File: config.mk
export PLATFORM = sky130hd
export DESIGN_NAME = win_compositor
export DESIGN_NICKNAME = d
export VERILOG_FILES = /design/src/rtl/win_pkg.sv /design/src/rtl/win_cfg_regs.sv /design/src/rtl/win_cover.sv /design/src/rtl/win_select.sv /design/src/rtl/win_compositor.sv
export SDC_FILE = /design/constraint.sdc
export NUM_CORES = 1
export LEC_CHECK = 0
export ABC_CLOCK_PERIOD_IN_PS = 3600
export BUFFER_PORTS_ARGS = -buffer_cell sky130_fd_sc_hd__buf_2
export CAP_MARGIN = 15
export CORE_UTILIZATION = 55
export CTS_CLUSTER_DIAMETER = 150
export CTS_CLUSTER_SIZE = 28
export DETAILED_ROUTE_END_ITERATION = 6
export GPL_TIMING_DRIVEN = 0
export PLACE_DENSITY = 0.84
export SETUP_SLACK_MARGIN = 0.2
export SYNTH_ARGS = -nofsm -noshare
export SYNTH_HDL_FRONTEND = slang
export SYNTH_HIERARCHICAL = 1
export SYNTH_SLANG_ARGS = --single-unit
File: constraint.sdc
create_clock -name clk -period 3.6 [get_ports clk]
set_input_delay 0.72 -clock clk [delete_from_list [all_inputs] [get_ports clk]]
set_output_delay 0.72 -clock clk [all_outputs]
set_load 0.05 [all_outputs]
File: src/rtl/win_pkg.sv
package win_pkg;
  localparam int NWIN     = 4;
  localparam int POS_W    = 4;
  localparam int RGB_W    = 3;
  localparam int BYTES_PW = 3;
  localparam int NBYTES   = NWIN * BYTES_PW;
  localparam int ADDR_W   = $clog2(NBYTES + 1);

  typedef struct packed {
    logic             en;
    logic             inten;
    logic             shadow;
    logic [RGB_W-1:0] rgb;
    logic [POS_W-1:0] row_lo;
    logic [POS_W-1:0] row_hi;
    logic [POS_W-1:0] col_lo;
    logic [POS_W-1:0] col_hi;
  } win_cfg_t;

  typedef struct packed {
    logic             active;
    logic [RGB_W-1:0] rgb;
    logic             inten;
    logic             shadow;
  } win_pix_t;
endpackage

File: src/rtl/win_cfg_regs.sv
module win_cfg_regs
  import win_pkg::*;
(
  input  logic                   clk,
  input  logic                   rst_sn,
  input  logic                   wr_en,
  input  logic [ADDR_W-1:0]      wr_addr,
  input  logic [7:0]             wr_data,
  output win_cfg_t [NWIN-1:0]    cfg
);
  for (genvar k = 0; k < NWIN; k++) begin : g_win
    localparam logic [ADDR_W-1:0] A_ROW  = ADDR_W'(BYTES_PW * k);
    localparam logic [ADDR_W-1:0] A_COL  = ADDR_W'(BYTES_PW * k + 1);
    localparam logic [ADDR_W-1:0] A_ATTR = ADDR_W'(BYTES_PW * k + 2);

    logic [7:0] row_q, col_q;
    logic [5:0] attr_q;
    logic       row_ce, col_ce, attr_ce;

    always_comb begin
      row_ce  = wr_en && (wr_addr == A_ROW);
      col_ce  = wr_en && (wr_addr == A_COL);
      attr_ce = wr_en && (wr_addr == A_ATTR);
    end

    always_ff @(posedge clk or negedge rst_sn) begin
      if (!rst_sn) begin
        row_q  <= '0;
        col_q  <= '0;
        attr_q <= '0;
      end else begin
        if (row_ce)  row_q  <= wr_data;
        if (col_ce)  col_q  <= wr_data;
        if (attr_ce) attr_q <= wr_data[5:0];
      end
    end

    always_comb begin
      cfg[k].en     = attr_q[5];
      cfg[k].inten  = attr_q[4];
      cfg[k].shadow = attr_q[3];
      cfg[k].rgb    = attr_q[2:0];
      cfg[k].row_lo = row_q[7:4];
      cfg[k].row_hi = row_q[3:0];
      cfg[k].col_lo = col_q[7:4];
      cfg[k].col_hi = col_q[3:0];
    end
  end
endmodule

File: src/rtl/win_cover.sv
module win_cover
  import win_pkg::*;
(
  input  win_cfg_t [NWIN-1:0] cfg,
  input  logic [POS_W-1:0]    row,
  input  logic [POS_W-1:0]    col,
  output logic [NWIN-1:0]     hit
);
  for (genvar k = 0; k < NWIN; k++) begin : g_cmp
    logic in_rows, in_cols;
    always_comb begin
      in_rows = (row >= cfg[k].row_lo) && (row <= cfg[k].row_hi);
      in_cols = (col >= cfg[k].col_lo) && (col <= cfg[k].col_hi);
      hit[k]  = cfg[k].en && in_rows && in_cols;
    end
  end
endmodule

File: src/rtl/win_select.sv
module win_select
  import win_pkg::*;
(
  input  logic                clk,
  input  logic                rst_sn,
  input  win_cfg_t [NWIN-1:0] cfg,
  input  logic [NWIN-1:0]     hit,
  output win_pix_t            pix_q
);
  win_pix_t pix_d;

  always_comb begin
    pix_d = '0;
    for (int k = NWIN - 1; k >= 0; k--) begin
      if (hit[k]) begin
        pix_d.active = 1'b1;
        pix_d.rgb    = cfg[k].rgb;
        pix_d.inten  = cfg[k].inten;
        pix_d.shadow = cfg[k].shadow;
      end
    end
  end

  always_ff @(posedge clk or negedge rst_sn) begin
    if (!rst_sn) pix_q <= '0;
    else         pix_q <= pix_d;
  end
endmodule

File: src/rtl/win_compositor.sv
module win_compositor
  import win_pkg::*;
(
  input  logic                 clk,
  input  logic                 rst_n,
  input  logic                 wr_en,
  input  logic [ADDR_W-1:0]    wr_addr,
  input  logic [7:0]           wr_data,
  input  logic [POS_W-1:0]     row,
  input  logic [POS_W-1:0]     col,
  output logic                 win_active,
  output logic [RGB_W-1:0]     win_rgb,
  output logic                 win_int,
  output logic                 win_shadow
);
  logic [1:0]          rst_pipe;
  logic                rst_sn;
  win_cfg_t [NWIN-1:0] cfg;
  logic [NWIN-1:0]     hit;
  win_pix_t            pix;

  always_ff @(posedge clk or negedge rst_n) begin
    if (!rst_n) rst_pipe <= '0;
    else        rst_pipe <= {rst_pipe[0], 1'b1};
  end
  assign rst_sn = rst_pipe[1];

  win_cfg_regs u_regs (
    .clk(clk), .rst_sn(rst_sn), .wr_en(wr_en), .wr_addr(wr_addr),
    .wr_data(wr_data), .cfg(cfg)
  );

  win_cover u_cover (.cfg(cfg), .row(row), .col(col), .hit(hit));

  win_select u_sel (
    .clk(clk), .rst_sn(rst_sn), .cfg(cfg), .hit(hit), .pix_q(pix)
  );

  assign win_active = pix.active;
  assign win_rgb    = pix.rgb;
  assign win_int    = pix.inten;
  assign win_shadow = pix.shadow;
endmodule

==> metrics.csv, run 1 <==
metric;value;unit
status;complete, no violations;
std_cell_rows;35;
max_stage_delay;610;ps
cts_tree;built;
antenna_found_initial;0;
required;3840;ps
dp_hpwl;7770;µm
hold_path_class;in -> async;
ctsRootBufferMaster;clkbuf_8;
cp_max_fo;8;
grt_max_degree;56;
cts_hold_buf;0;
final_util;62.5;%
netlist_area;0.00525;mm²
final_cells;621;
synth_most_common_cell;dfrtp_1;
slowest_stage;nor3_2;
rr_endpoint;u_sel/pix_q[1]$_DFF_PN0_;
fin_area;0.00577;mm²
synth.largest_area_cell;dfrtp_1;
max_freq;356;MHz
grt_pass1_wl;17900;µm
ys.flop_type;dfrtp_1;
dr.first_iter.drc_count;145;
diodes;0;
r2r_start;u_regs/g_win[2].col_q[2]$_DFFE_PN0P_;
skew;6.93;ps
ios;29;
worstSkewPairLatency;370;ps
globalplace.congestion;0.821;
cap_violations;0;
r2r.worst_path.cells;9;
drive_above_1_share;29.9;%
grt_pass1_vias;3625;
vias_per_cell;5.44;
clock-sinks;96;
area_growth;9.94;%
synthArstFlopShare;100;%
detail-route-antenna-nets;0;
timing.final.crit_share;78.1;%
path_class;in -> reg;
dpl.cell_count;605;
dieArea;0.00994;mm²
port_buffers;28;
synth-seq-cells;96;
grt-ovfl-total;0;
vdd.ir_drop.worst;309;µV
yosysSeqAreaShare;45.8;%
clk_pin_slew;90;ps
vias;3380;
setup_viol;0;
netlist.area_leader.share;45.8;%
die-height;99.7;µm
place_area;0.00558;mm²
drt_pass1_iterations;4;
hold_ws;107;ps
rsz0062_at_grt;false;
synth_edf_count;0;
reg2reg_setup_slack;1020;ps
path_cells;buf_2 -> inv_1 -> ha_1 -> and3b_1 -> a2111oi_1 -> o21ai_1 -> nor3_2 -> nor2b_4 -> a22oi_1 -> a21oi_1;
synth.area.top_cells;dfrtp_1, mux2_2, ha_1;
synth_common_cells;dfrtp_1, mux2_2, inv_1;
period_minus_slack;2810;ps
cts_buffer_depth;2;
ctsResizeCount;0;
maxSlewViolCount;0;
postCtsSetupBuffers;0;
htree_levels;3;
power.density;524;mW/mm²
slew_headroom;51.5;%
core_area;0.00924;mm²
routed_wl;10800;µm
numCtsBuffers;9;
grtUsageTotal;24.2;%
worstMarginPinSlew;724;ps
end_kind;flop;
cp-start-kind;input port;
ys_warn_count;6;
drc;0;
crit_arrival;3050;ps
synth_cells;447;
num-nets-final;574;
hold_viol;0;
synth_nets;534;
synth.distinct_cells;39;
post_drt_wl_per_cell;17.4;µm
fp.dieW;99.7;µm
leakagePower;2.80;nW
initial_core_util;56.8;%
avgSynthCellArea;11.7;µm²
-- kinds of logic (layout without fill, tap and decap cells) --
kind of cell	after synthesis	count (layout)	synth area share (%)
AO/OA/AOI/OAI	69	69	7.84
multiplexers	88	88	19.4
buffers and inverters	76	121	5.51
AND/OR/NAND/NOR	53	53	6.12
flip-flops	96	96	45.8
adder cells (fa/ha/maj)	64	64	15.3
other	1	1	0.0714
-- worst max path at each step --
stage	startpoint	endpoint	depth (start not counted)
floorplan	rst_pipe[1]$_DFF_PN0_	u_regs/g_win[0].attr_q[0]$_DFFE_PN0P_	0
global placement	rst_pipe[1]$_DFF_PN0_	u_regs/g_win[0].col_q[4]$_DFFE_PN0P_	0
detailed placement	col[0]	u_sel/pix_q[1]$_DFF_PN0_	10
CTS	col[0]	u_sel/pix_q[1]$_DFF_PN0_	10
global route	col[0]	u_sel/pix_q[1]$_DFF_PN0_	10
finish	col[0]	u_sel/pix_q[1]$_DFF_PN0_	10
-- cell usage in the layout (no fill, tap or decap), drive strengths merged --
cell type and count:
and4 1, dfrtp 96, clkinvlp 4, nor2 20, nand2b 3, nand4 3
conb 1, nand3 2, ha 64, a22oi 5, o211ai 3, a2111oi 1
a221oi 1, a21oi 24, o21ai 21, inv 68, nor3 3, a22o 1
nand3b 4, and3b 1, nand2 9, o21a 3, mux2 88, o221ai 1
bufinv 1, nor3b 2, buf 32, clkbuf 16, or3 2, nor2b 3
o22ai 9
-- final cells by class --
| type | count | area [µm²] |
|---|---|---|
| fillers | 706 | 3470 |
| inverters | 67 | 251 |
| plain buffers | 9 | 37.5 |
| clock inverters | 6 | 68.8 |
| well taps | 129 | 161 |
| multi-input cells | 275 | 2560 |
| clock buffers | 10 | 128 |
| flip-flops and latches | 96 | 2410 |
| repair buffers | 29 | 160 |
-- stage by stage --
stage	TNS [ps]	setup slack, ps	power, mW
floorplan	0	728	2.08
global placement	-18370	-201	2.24
detailed placement	0	409	2.33
CTS	0	798	3.03
global route	0	660	3.22
finish	0	788	3.02
-- flip-flops by register name, indices dropped and copies added, names as in the netlist --
| register | count |
|---|---|
| u_regs/g_win.col_q | 32 |
| u_regs/g_win.row_q | 32 |
| u_regs/g_win.attr_q | 24 |
| u_sel/pix_q | 6 |
| rst_pipe | 2 |
-- critical path, delay by kind of cell --
| kind | cells | cell delay [ps] |
|---|---|---|
| buffers and inverters | 2 | 370 |
| adders and majority gates | 1 | 220 |
| and+or+nand+nor | 3 | 930 |
| AOI/OAI and AO/OA | 4 | 800 |
-- layer usage --
metal  GRT usage (%)  share of wire, %  wire length [µm]
met4            8.60               2.0               211
met1            30.1                43              4670
met3            4.57               3.7               398
met5               0                 0                 0
met2            42.1                51              5490
-- power breakdown --
part           switching [mW]  internal, mW
Combinational           0.448         0.411
Sequential              0.134          1.32
Clock                   0.383         0.323
(Power assumes the default switching activity.)
==> inputs of run 2 (changes only) <==
--- a/config.mk
+++ b/config.mk
@@ -5,7 +5,7 @@
 export SDC_FILE = /design/constraint.sdc
 export NUM_CORES = 1
 export LEC_CHECK = 0
-export ABC_CLOCK_PERIOD_IN_PS = 3600
+export ABC_CLOCK_PERIOD_IN_PS = 2900
 export BUFFER_PORTS_ARGS = -buffer_cell sky130_fd_sc_hd__buf_2
 export CAP_MARGIN = 15
 export CORE_UTILIZATION = 55
==> constraint.sdc (replaced) <==
create_clock -name clk -period 2.9 [get_ports clk]
set_input_delay 0.58 -clock clk [delete_from_list [all_inputs] [get_ports clk]]
set_output_delay 0.58 -clock clk [all_outputs]
set_load 0.05 [all_outputs]
==> run 2 against run 1 <==
Net effect: die area is the same; global-route usage increased by 0.83 points; sequential share of layout area shrank 0.51 points; via count grew 2.9%; register-to-register slack got worse by 660 ps; critical path type unchanged; largest cell class unchanged.
==> metrics.csv, run 2 (synthesized netlist as in run 1, its figures left out) <==
metric;value;unit
status;complete, no violations;
ios;29;
cts_buffer_depth;2;
timing.final.crit_share;88.7;%
cap_violations;0;
cts_tree;built;
vias_per_cell;5.58;
post_drt_wl_per_cell;18.2;µm
path_class;in -> reg;
core_area;0.00924;mm²
detail-route-antenna-nets;0;
grt-ovfl-total;0;
htree_levels;3;
max_stage_delay;510;ps
fp.dieW;99.7;µm
grt_pass1_wl;18500;µm
cp-start-kind;input port;
routed_wl;11300;µm
area_growth;11.3;%
drive_above_1_share;30.2;%
vdd.ir_drop.worst;457;µV
initial_core_util;56.8;%
max_freq;389;MHz
final_cell_mix;dfrtp_1, mux2_2, inv_1, ha_1, buf_2;
critPathBufInv;2;
cp_max_fo;8;
numCtsBuffers;9;
final_common_cell;dfrtp_1;
port_buffers;28;
slowest_stage;a2111oi_1;
worstSkewPairLatency;370;ps
worstMarginPinSlew;741;ps
required;3140;ps
drt_pass1_iterations;4;
antenna_found_initial;0;
globalplace.congestion;0.869;
grt_pass1_vias;3698;
clk_pin_slew;90;ps
die-height;99.7;µm
dp_hpwl;7810;µm
slew_headroom;50.4;%
grtUsageTotal;25.0;%
vias;3479;
maxSlewViolCount;0;
std_cell_rows;35;
period_minus_slack;2570;ps
end_kind;flop;
path_cells;buf_2 -> ha_1 -> and3b_1 -> a2111oi_1 -> o21ai_1 -> nor3_4 -> buf_12 -> nor2b_4 -> a22oi_1 -> a21oi_1;
crit_arrival;2820;ps
num-nets-final;576;
setup_viol;0;
diodes;0;
rr_endpoint;u_sel/pix_q[1]$_DFF_PN0_;
drc;0;
rsz0062_at_grt;false;
ctsRootBufferMaster;clkbuf_8;
critPathTopFamily;compound AO/OA/AOI/OAI gates;
grt_max_degree;56;
skew;8.31;ps
hold_viol;0;
reg2reg_setup_slack;360;ps
r2r_start;u_regs/g_win[2].col_q[2]$_DFFE_PN0P_;
hold_path_class;reg -> async;
power.density;666;mW/mm²
leakagePower;2.84;nW
setup_tns;0;ps
hold_ws;324;ps
r2r.worst_path.cells;10;
reg_top3;u_regs/g_win.col_q x32, u_regs/g_win.row_q x32, u_regs/g_win.attr_q x24;
clock-sinks;96;
dr.first_iter.drc_count;163;
dieArea;0.00994;mm²
## run 2: cell count changes in the layout (fill, tap and decap cells not counted)
| cell | before | now |
|---|---|---|
| dlygate4sd3_1 | 0 | 1 |
| buf_16 | 0 | 1 |
| inv_1 | 67 | 66 |
| clkinvlp_4 | 4 | 3 |
| nor3_2 | 1 | 0 |
| nor3_4 | 0 | 1 |
| bufinv_16 | 1 | 2 |
| inv_6 | 1 | 2 |
## run 2: power by group
group	total (mW)	switching, mW	internal (mW)	leakage, nW
combinational	1.10	0.578	0.520	1.55
clock	0.980	0.488	0.492	0.104
sequential	1.81	0.168	1.64	1.18
total	3.89	1.23	2.65	2.84
## run 2: stage by stage
step                      util, %  total power [mW]  std cells  cell area (µm²)  setup WS (ps)
after floorplan                 -              2.58        447             5250            495
after global placement       60.1              2.79        604             5550           -131
after detailed placement     60.4              2.89        605             5580           -238
after CTS                    63.0              3.88        622             5820            232
after global routing         63.2              4.12        623             5840            235
final                        63.2              3.89        623             5840            327
## run 2: area by class of cell
| class | instances | area (µm²) |
|---|---|---|
| Tap cell | 129 | 161 |
| Sequential cell | 96 | 2410 |
| Clock buffer | 10 | 128 |
| Buffer | 9 | 37.5 |
| Multi-Input combinational cell | 275 | 2560 |
| Timing Repair Buffer | 31 | 198 |
| Inverter | 67 | 255 |
| Clock inverter | 6 | 92.6 |
| Fill cell | 712 | 3400 |
## run 2: timing repair
| item | CTS | global route |
|---|---|---|
| pin swaps | 1 | 1 |
| cloned | 0 | 0 |
| buffers inserted | 0 | 1 |
| hold buffers | 1 | 0 |
| setup endpoints to repair | 5 | 5 |
| gates resized for setup | 1 | 1 |
| endpoints found under the hold margin | 2 | 0 |
## run 2: worst max-delay path by stage
stage	from	end	slack, ps	depth (start not counted)
after floorplan	col[0]	u_sel/pix_q[4]$_DFF_PN0_	490	8
after global placement	col[0]	u_sel/pix_q[4]$_DFF_PN0_	-130	9
after detailed placement	col[0]	u_sel/pix_q[1]$_DFF_PN0_	-240	10
after CTS	col[0]	u_sel/pix_q[1]$_DFF_PN0_	230	10
after global routing	col[2]	u_sel/pix_q[1]$_DFF_PN0_	230	10
final	col[2]	u_sel/pix_q[1]$_DFF_PN0_	330	10
## run 2: metal layers
layer | vias to the layer above | global-route usage, % | part of all wire, %
li1 | 1640 | - | -
met1 | 1724 | 32.0 | 43
met2 | 90 | 41.5 | 49
met3 | 25 | 4.85 | 5.8
met4 | 0 | 10.9 | 2.1
met5 | - | 0 | 0
==> inputs of run 3 (changes only) <==
--- a/config.mk
+++ b/config.mk
@@ -14,6 +14,7 @@
 export DETAILED_ROUTE_END_ITERATION = 6
 export GPL_TIMING_DRIVEN = 0
 export PLACE_DENSITY = 0.84
+export REMOVE_ABC_BUFFERS = 1
 export SETUP_SLACK_MARGIN = 0.2
 export SYNTH_ARGS = -nofsm -noshare
 export SYNTH_HDL_FRONTEND = slang
==> run 3 against run 2 <==
Net effect: count of clock-buffer cells in the layout is 1 lower; sequential share of layout area is 0.69 points higher; hold slack worse by 11 ps; final cell count is 1.4% lower; clock power is 17% lower; critical path type unchanged.
==> metrics.csv, run 3 (synthesized netlist as in run 1, its figures left out) <==
metric;value;unit
routed_wl;10800;µm
reg2reg_setup_slack;610;ps
switching_share;33.0;%
required;3140;ps
reg_top3;u_regs/g_win.col_q x32, u_regs/g_win.row_q x32, u_regs/g_win.attr_q x24;
grt_pass1_wl;17800;µm
final_cell_mix;dfrtp_1, mux2_2, inv_1, ha_1, buf_2;
drive_above_1_share;30.1;%
r2r_start;u_regs/g_win[2].col_q[2]$_DFFE_PN0P_;
combPwrFrac;29.1;%
clk_pin_slew;100;ps
ctsRootBufferMaster;clkbuf_8;
clock-sinks;96;
fin_area;0.00575;mm²
hold_viol;0;
max_freq;423;MHz
slew_headroom;46.9;%
worstSkewPairLatency;360;ps
p_int;2.48;mW
period_minus_slack;2360;ps
grt_pass1_vias;3620;
grt_max_degree;56;
maxSlewViolCount;0;
dpl.cell_count;596;
cp-start-kind;input port;
crit_arrival;2600;ps
rr_endpoint;u_sel/pix_q[2]$_DFF_PN0_;
die-height;99.7;µm
post_drt_wl_per_cell;17.6;µm
place_area;0.00555;mm²
cts_buffer_depth;2;
cap_violations;0;
vias_per_cell;5.63;
final_common_cell;dfrtp_1;
initial_core_util;56.8;%
power.density;643;mW/mm²
area_growth;9.46;%
grt-ovfl-total;0;
cts_tree;built;
worstMarginPinSlew;794;ps
setup_viol;0;
cp_max_fo;8;
leakagePower;2.80;nW
ios;29;
grtUsageTotal;23.6;%
globalplace.congestion;0.756;
sequentialPowerShare;49.0;%
path_class;in -> reg;
end_kind;flop;
multi_input_area;0.00256;mm²
std_cell_rows;35;
fillCellCount;721;
fp.dieW;99.7;µm
r2r.worst_path.cells;9;
rsz0062_at_grt;false;
numCtsBuffers;9;
endpoint;u_sel/pix_q[2]$_DFF_PN0_;
num-nets-final;567;
p_clk_share;22.0;%
port_buffers;28;
diodes;0;
switching_power;1.22;mW
status;complete, no violations;
setup_tns;0;ps
final_cells;614;
htree_levels;3;
vias;3456;
core_area;0.00924;mm²
dr.first_iter.drc_count;116;
drc;0;
regArea;0.00241;mm²
detail-route-antenna-nets;0;
skew;7.01;ps
antenna_found_initial;0;
drt_pass1_iterations;4;
crit_start;col[0];
dieArea;0.00994;mm²
vdd.ir_drop.worst;384;µV
dp_hpwl;7320;µm
hold_path_class;reg -> async;
final_util;62.2;%
timing.final.crit_share;81.5;%
run 3: worst max-delay path, cell delays in order:
cell	delay, ps
buf_2	90
inv_1	270
ha_1	200
and3b_1	170
a2111oi_1	420
o21ai_1	210
nor3_4	250
nor2b_4	90
a22oi_1	210
a21oi_1	100
run 3: worst min path at each step:
stage	startpoint	endpoint	slack, ps
4_1_cts	rst_pipe[1]$_DFF_PN0_	u_regs/g_win[1].attr_q[0]$_DFFE_PN0P_	340
3_5_place_dp	rst_pipe[1]$_DFF_PN0_	u_regs/g_win[1].attr_q[0]$_DFFE_PN0P_	320
2_1_floorplan	rst_n	rst_pipe[0]$_DFF_PN0_	280
5_1_grt	rst_pipe[1]$_DFF_PN0_	u_regs/g_win[1].attr_q[0]$_DFFE_PN0P_	370
3_3_place_gp	rst_pipe[0]$_DFF_PN0_	rst_pipe[1]$_DFF_PN0_	340
6_report	rst_pipe[1]$_DFF_PN0_	u_sel/pix_q[4]$_DFF_PN0_	310
run 3: cell type report:
class / count / area share (%)
clock inverters: 7 / 0.936
well taps: 129 / 2.81
clock buffers: 9 / 2.16
multi-input cells: 275 / 44.6
inverters: 67 / 4.38
repair buffers: 31 / 3.22
flip-flops and latches: 96 / 41.9
run 3: power groups by stage:
stage	clock network (mW)	registers, mW	logic [mW]
global route	0.868	1.85	1.21
global placement	0	1.83	0.953
floorplan	0	1.87	0.708
CTS	0.821	1.81	1.07
detailed placement	0	1.84	1.04
finish	0.812	1.81	1.07
run 3: through the flow:
stage	hold WS, ps	total power [mW]	setup slack, ps
detailed placement	325	2.88	-122
floorplan	284	2.57	27.9
global placement	337	2.78	-873
global route	366	3.93	310
CTS	335	3.70	239
finish	312	3.70	538
run 3: metal layers:
metal / routed length [µm] / vias to the layer above / track usage, % / part of all wire [%]
li1: - / 1616 / - / -
met1: 4740 / 1741 / 30.4 / 44
met2: 5410 / 79 / 39.6 / 50
met3: 402 / 20 / 3.72 / 3.7
met4: 231 / 0 / 9.73 / 2.1
met5: 0 / - / 0 / 0
run 3: repair_timing:
item,in CTS,in global routing
setup endpoints to repair,0,5
buffers inserted,0,1
resized for setup,0,1
endpoints found under the hold margin,2,0
hold buffers,1,0
